==> src/rtl/regbank_pkg.sv <==
package regbank_pkg;

  localparam int LANE_W = 8;

  typedef enum logic [1:0] {
    ACC_IDLE  = 2'd0,
    ACC_READ  = 2'd1,
    ACC_WRITE = 2'd2
  } acc_kind_t;

  function automatic acc_kind_t classify(input logic en, input logic any_strobe,
                                         input logic in_window);
    if (!en || !in_window) return ACC_IDLE;
    if (any_strobe)        return ACC_WRITE;
    return ACC_READ;
  endfunction

  function automatic int idx_width(input int count);
    return (count > 1) ? $clog2(count) : 1;
  endfunction

endpackage

==> src/rtl/regbank_decode.sv <==
module regbank_decode #(
  parameter int              ADDR_W   = 14,
  parameter logic [ADDR_W-1:0] BASE   = 14'h0040,
  parameter int              NUM_REGS = 8,
  parameter int              IDX_W    = 3
) (
  input  logic [ADDR_W-1:0] addr,
  output logic              in_window,
  output logic [IDX_W-1:0]  idx
);

  localparam logic [ADDR_W:0] BASE_X = {1'b0, BASE};
  localparam logic [ADDR_W:0] COUNT  = (ADDR_W+1)'(NUM_REGS);

  logic [ADDR_W:0] offset;
  logic            above_base;

  always_comb begin
    offset     = {1'b0, addr} - BASE_X;
    above_base = ({1'b0, addr} >= BASE_X);
    in_window  = above_base && (offset < COUNT);
    idx        = offset[IDX_W-1:0];
  end

endmodule

==> src/rtl/regbank_lane.sv <==
module regbank_lane #(
  parameter int NUM_REGS = 8,
  parameter int LANE_W   = 8,
  parameter int IDX_W    = 3
) (
  input  logic              clk,
  input  logic              rst,
  input  logic              wr_en,
  input  logic [IDX_W-1:0]  idx,
  input  logic [LANE_W-1:0] wr_byte,
  output logic [LANE_W-1:0] rd_byte
);

  localparam logic [IDX_W:0] LIMIT = (IDX_W+1)'(NUM_REGS);

  logic [LANE_W-1:0] mem [NUM_REGS];

  always_ff @(posedge clk) begin
    if (rst) begin
      for (int i = 0; i < NUM_REGS; i++) mem[i] <= '0;
    end else if (wr_en) begin
      mem[idx] <= wr_byte;
    end
  end

  always_comb begin
    if ({1'b0, idx} < LIMIT) rd_byte = mem[idx];
    else                     rd_byte = '0;
  end

endmodule

==> src/rtl/periph_regbank.sv <==
module periph_regbank #(
  parameter int                ADDR_W    = 14,
  parameter int                DATA_W    = 16,
  parameter logic [ADDR_W-1:0] BASE_WORD = 14'h0040,
  parameter int                NUM_REGS  = 8
) (
  input  logic                             clk,
  input  logic                             rst,
  input  logic                             bus_en,
  input  logic [ADDR_W-1:0]                bus_addr,
  input  logic [DATA_W-1:0]                bus_wdata,
  input  logic [DATA_W/regbank_pkg::LANE_W-1:0] bus_wstrb,
  output logic [DATA_W-1:0]                bus_rdata
);
  import regbank_pkg::*;

  localparam int LANES = DATA_W / LANE_W;
  localparam int IDX_W = idx_width(NUM_REGS);

  logic             in_window;
  logic [IDX_W-1:0] idx;
  logic [DATA_W-1:0] word;
  acc_kind_t        kind;

  regbank_decode #(
    .ADDR_W(ADDR_W), .BASE(BASE_WORD), .NUM_REGS(NUM_REGS), .IDX_W(IDX_W)
  ) u_decode (
    .addr(bus_addr), .in_window(in_window), .idx(idx)
  );

  always_comb kind = classify(bus_en, |bus_wstrb, in_window);

  for (genvar l = 0; l < LANES; l++) begin : g_lane
    logic lane_we;
    always_comb lane_we = (kind == ACC_WRITE) && bus_wstrb[l];

    regbank_lane #(
      .NUM_REGS(NUM_REGS), .LANE_W(LANE_W), .IDX_W(IDX_W)
    ) u_lane (
      .clk(clk),
      .rst(rst),
      .wr_en(lane_we),
      .idx(idx),
      .wr_byte(bus_wdata[l*LANE_W +: LANE_W]),
      .rd_byte(word[l*LANE_W +: LANE_W])
    );
  end

  always_comb bus_rdata = (kind == ACC_IDLE) ? '0 : word;

endmodule

==> config.mk <==
export PLATFORM = sky130hd
export DESIGN_NAME = periph_regbank
export DESIGN_NICKNAME = d
export VERILOG_FILES = /design/src/rtl/regbank_pkg.sv /design/src/rtl/regbank_decode.sv /design/src/rtl/regbank_lane.sv /design/src/rtl/periph_regbank.sv
export SDC_FILE = /design/constraint.sdc
export NUM_CORES = 1
export LEC_CHECK = 0
export ABC_CLOCK_PERIOD_IN_PS = 2300
export BUFFER_PORTS_ARGS = -buffer_cell sky130_fd_sc_hd__buf_4
export CORE_AREA = 3 3 150 152
export CTS_CLUSTER_DIAMETER = 50
export DETAILED_ROUTE_END_ITERATION = 10
export DIE_AREA = 0 0 153 155
export GPL_ROUTABILITY_DRIVEN = 0
export GPL_TIMING_DRIVEN = 0
export MAX_ROUTING_LAYER = met4
export PLACE_DENSITY = 0.41
export SLEW_MARGIN = 15
export SYNTH_ARGS = -nofsm -noshare
export SYNTH_HDL_FRONTEND = slang
export SYNTH_SLANG_ARGS = --single-unit
export TNS_END_PERCENT = 5
==> constraint.sdc <==
create_clock -name clk -period 2.3 [get_ports clk]
set_clock_uncertainty 0.15 [all_clocks]
set_input_delay 0.115 -clock clk [delete_from_list [all_inputs] [get_ports clk]]
set_output_delay 0.115 -clock clk [all_outputs]
set_load 0.01 [all_outputs]
# == Yosys cells after proc, flatten, opt, wreduce, memory -nomap -nowiden ==
# Memories as Yosys holds them, arrays and structs flattened.
# Cells that the tools add are included.
# Widths: inputs -> output; s select.
# op_classes
n_eq_ne,1
n_lt_le_gt_ge,2
n_mux,22
reduce_logical,10
addsub,1
# op_table
cell,n
$mux 16,1
$mux 8,2
$reduce_or 8->1,2
$lt 15x4->1 const B,1
$sub 14x7->15 const B,1
$ge 14x7->1 const B,1
$mux 1,13
$mux 2,4
$mux 3,2
$logic_and 1x1->1,3
$eq 2x2->1 const B,1
$logic_not 1->1,2
$logic_not 2->1,1
$reduce_or 2->1,1
$logic_or 1x1->1,1
# totals
wordCells,38
input_bits,35
regBits,0
ram_bits,128
mem_count,2
output_inout_bits,16
# memory_table
memory,words,width,rd,rd_ports_with_merged_regs,write_ports,line_no,text
g_lane[0].u_lane.mem,8,8,1,0,8,regbank_lane.sv:16,logic [LANE_W-1:0] mem [NUM_REGS];
g_lane[1].u_lane.mem,8,8,1,0,8,regbank_lane.sv:16,

# == Depth between registers and ports, before layout ==
# logic_depth
depth_word,16
depth_mapped,6
depth_no_buf,6

# == By module ==
# From an unflattened synthesis, not the netlist that was laid out.
# unflattened
cells_unflattened,415
area_unflattened_um2,6179.7
# modules_own_cells
mod,cells_each,instances,seq_area_each_um2,area_each_um2
regbank_lane,192,2,1921.8,2979.1
periph_regbank,20,1,0.0,141.4
regbank_decode,11,1,0.0,80.1

# == Least setup slack after synthesis ==
# Ideal clock, no wire load.
# synth_path
path_type,in2reg
startpoint,input bus_addr[6]
endpoint,memory g_lane[0].u_lane.mem[3][0] (enable)
setup_slack_ns,0.215
stages,6
t_arrival_ns,1.606
n_path_buf,0
required_ns,1.821
setup_ns,0.329
cell_sequence,inv_1 > ha_1 > and4bb_2 > nand3_4 > nor4_4 > or2_1
# synth_rtl
element,line_no,text
start: declaration,periph_regbank.sv:10,"input logic [ADDR_W-1:0] bus_addr,"
end: declaration,regbank_lane.sv:16,

# == Worst setup path in the final report ==
# layout_path
startpoint,input bus_addr[6]
endpoint,output bus_rdata[1]
# layout_between
elab_chain_len,9
word_cells_on_any_way,10
classes_between,add/sub: 1; order compare: 2; mux: 3; reduce/logical: 4
# layout_lines
element,line_no,text
$sub 14x7->15,regbank_decode.sv:19,"offset = {1'b0, addr} - BASE_X;"
$lt 15x4->1,regbank_decode.sv:21,in_window = above_base && (offset < COUNT);
$logic_and 1x1->1 (*),regbank_decode.sv:21,
$logic_not 1->1 (*),regbank_pkg.sv:13,if (!en || !in_window) return ACC_IDLE;
$logic_or 1x1->1 (*),regbank_pkg.sv:13,
$mux 1 (*),regbank_pkg.sv:13,
$mux 2 (*),regbank_pkg.sv:14,if (any_strobe) return ACC_WRITE;
$logic_not 2->1 (*),periph_regbank.sv:49,always_comb bus_rdata = (kind == ACC_IDLE) ? '0 : word;
$mux 16 (*),periph_regbank.sv:49,
end: declaration,periph_regbank.sv:13,output logic [DATA_W-1:0] bus_rdata
# Mark *: on every way between the ends. The rest lies on a longest branch, timed or not.

==> impl_metrics.toml <==
[floorplan]
core-area_mm2 = 0.0212
dieHeight_um = 155
pin_count = 51
die_x_um = 153
die-area_mm2 = 0.0237
rows = 53
initial_core_util = 0.300

[layout]
drive_gt1_frac = 0.285
stdcell_area_mm2 = 0.00787
top_register = "g_lane.u_lane.mem"
syn_to_final_growth_pct = 24.2
fin_cells = 829
largest_register_ffs = 128
diodes = 0
reg_top3 = "g_lane.u_lane.mem: 128 flops"
fin_nets = 577

[global_routing]
grt_pass1_vias = 4232
grt.overflow.total = 0
antenna_found_initial = 0
grt_use_total = 0.163
grt_max_degree = 17
grt_pass1_wl_um = 27300

[route]
totalWireLength_um = 18200
firstDrtPassIters = 5
dr_total_vias = 4070
drc = 0
first_iter_violations = 335
final_antenna_net_count = 0
post_drt_via_cell_ratio = 4.91
wire_per_inst_um = 22.0

[sta]
setup_tns_ns = 0
rsz0062_at_grt = "false"
setup_violations = 0
final-hold-violation-count = 0
post-route-min-period_ns = 2.23
fin_crit_sh = 0.968
slew_violations = 0
slew_headroom = 0.500
tightest_slew_ns = 0.750
max_freq_mhz = 449

[pwr]
power.density_mw_per_mm2 = 761
power_mw = 5.99
p_leak_nw = 2.90
ir_drop_mv = 0.408

[logic_synthesis]
synth_cell_types = 45
async_flop_share = 0
syn-cell-area_mm2 = 0.00634
ys_warn_count = 0
yosysTopAreaCell = "edfxtp_1"
syn_area_per_cell_um2 = 13.9
ys_dominant_reg_cell = "edfxtp_1"
postSynthCellCount = 455
synth.top_cell.area_share = 0.607
ys_ff_latch = 128
ys_seq_area_frac = 0.607
syn-num-nets = 491
synthTopCellsByArea = "edfxtp_1 61%, and2_1 13%, mux2i_1 3.2%, nor3_4 2.6%, nor4_4 2.3%"
synth_edf_count = 128

[status]
outcome = "finished, final reports clean"

[clock_tree]
h-tree-depth = 4
clock_sinks = 128
root_buffer = "clkbuf_16"
cts.clk_slew.worst_paths_ns = 0.06
clockBufferDepth = 2
cts_tree = "done"
cts_buffers = 17

[setup_path]
cp_slowest_cell = "a221oi_1"
crit_path_frequent_cell = "buf_4"
path_cells = "buf_4 -> inv_1 -> ha_1 -> and4bb_2 -> nand4_1 -> buf_2 -> a221oi_1 -> buf_4"
cp.required_ns = 2.04
cpPeakStageDelay_ns = 0.39
crit_path_start_kind = "primary input"
endpoint_kind = "primary output"
path_class = "in -> out"
crit_fanout = 10
arrival_ns = 1.96

[run]
maxCapViolations = 0

[worst_hold_path]
min_path_type = "in -> reg"

[place]
hpwl_um = 13100
dp.cells = 779
placed_area_mm2 = 0.00705
port_buffers = 49
report_power, final:
| part | switching, mW | internal [mW] | total [mW] |
|---|---|---|---|
| logic | 0.273 | 0.170 | 0.443 |
| clock network | 1.03 | 1.80 | 2.83 |
| registers | 0.0362 | 2.68 | 2.71 |
path summary, 6_finish.rpt:
path	end	slack, ns	start	cells after the start
max	bus_rdata[1]	0.07	bus_addr[6]	8
min	g_lane[0].u_lane.mem[5][1]	0.11	rst	2
stage by stage:
stage	setup slack (ns)	hold slack, ns	util
2_1_floorplan	0.215	0.163	-
3_3_place_gp	-0.375	0.319	0.333
3_5_place_dp	-0.426	0.324	0.333
4_1_cts	0.00929	0.102	0.371
5_1_grt	0.00400	0.144	0.372
6_report	0.0742	0.109	0.372
synthesized netlist by cell type, types with 7 or more instances:
library cell / number
nor3_4: 10
edfxtp_1: 128
o22ai_1: 16
and2_1: 128
or2_2: 21
clkbuf_1: 7
nor4_4: 7
nor2_1: 12
nand2_1: 11
mux2_2: 12
mux2i_1: 20
buf_2: 7
area by class of cell:
cell class                 count  area, um^2
fill                        2034       13300
clock buffer                  17         425
sequential                   128        3840
timing repair buffer          67         543
multi-input combinational    305        2380
inverter                       3        11.3
buffer                        19         124
clock inverter                15         193
tap                          275         344
placed cells by master (no fill, tap or decap), types with 5 or more instances in the layout:
cell type        n
nor4_4           8
buf_4           52
dlygate4sd3_1   16
nor2_1          12
nor3_4          10
a21oi_1          6
clkbuf_16       17
clkinvlp_4       5
o22ai_1         16
nand2_1         11
clkbuf_1         7
or2_2           21
edfxtp_1       128
buf_2            7
and2_1         128
mux2i_1         20
mux2_2          12
worst max-delay path: cells and delay by family:
kind                     cells  cell delay (ns)
AO/OA/AOI/OAI                1             0.39
adder cells (fa/ha/maj)      1             0.26
buffers and inverters        4             0.64
AND/OR/NAND/NOR              2             0.55
metal layers:
layer / track usage / share of wire / up-vias
met1: 0.227 / 0.48 / 2068
met2: 0.240 / 0.46 / 113
li1: - / - / 1874
met5: - / 0 / -
met4: 0.0569 / 0.015 / 0
met3: 0.0289 / 0.048 / 15
kinds of logic (layout without fill, tap and decap cells):
| kind of cell | Yosys count | in the layout | share of synthesized area |
|---|---|---|---|
| DFF | 128 | 128 | 0.607 |
| muxes | 36 | 36 | 0.0671 |
| buffers and inverters | 22 | 121 | 0.0213 |
| AOI/OAI and AO/OA | 51 | 51 | 0.0579 |
| adders and majority gates | 1 | 1 | 0.00197 |
| and+or+nand+nor | 216 | 216 | 0.242 |
| xor gates and xnor gates | 1 | 1 | 0.00257 |
repair_timing:
| action | 4_1_cts | 5_1_grt |
|---|---|---|
| buffers inserted | 2 | 0 |
| gates resized for setup | 2 | 3 |
| hold endpoints to repair | 128 | 0 |
| hold buffers | 16 | 0 |
| setup endpoints to repair | 11 | 10 |
No activity file was read; power rests on OpenSTA's default activity.
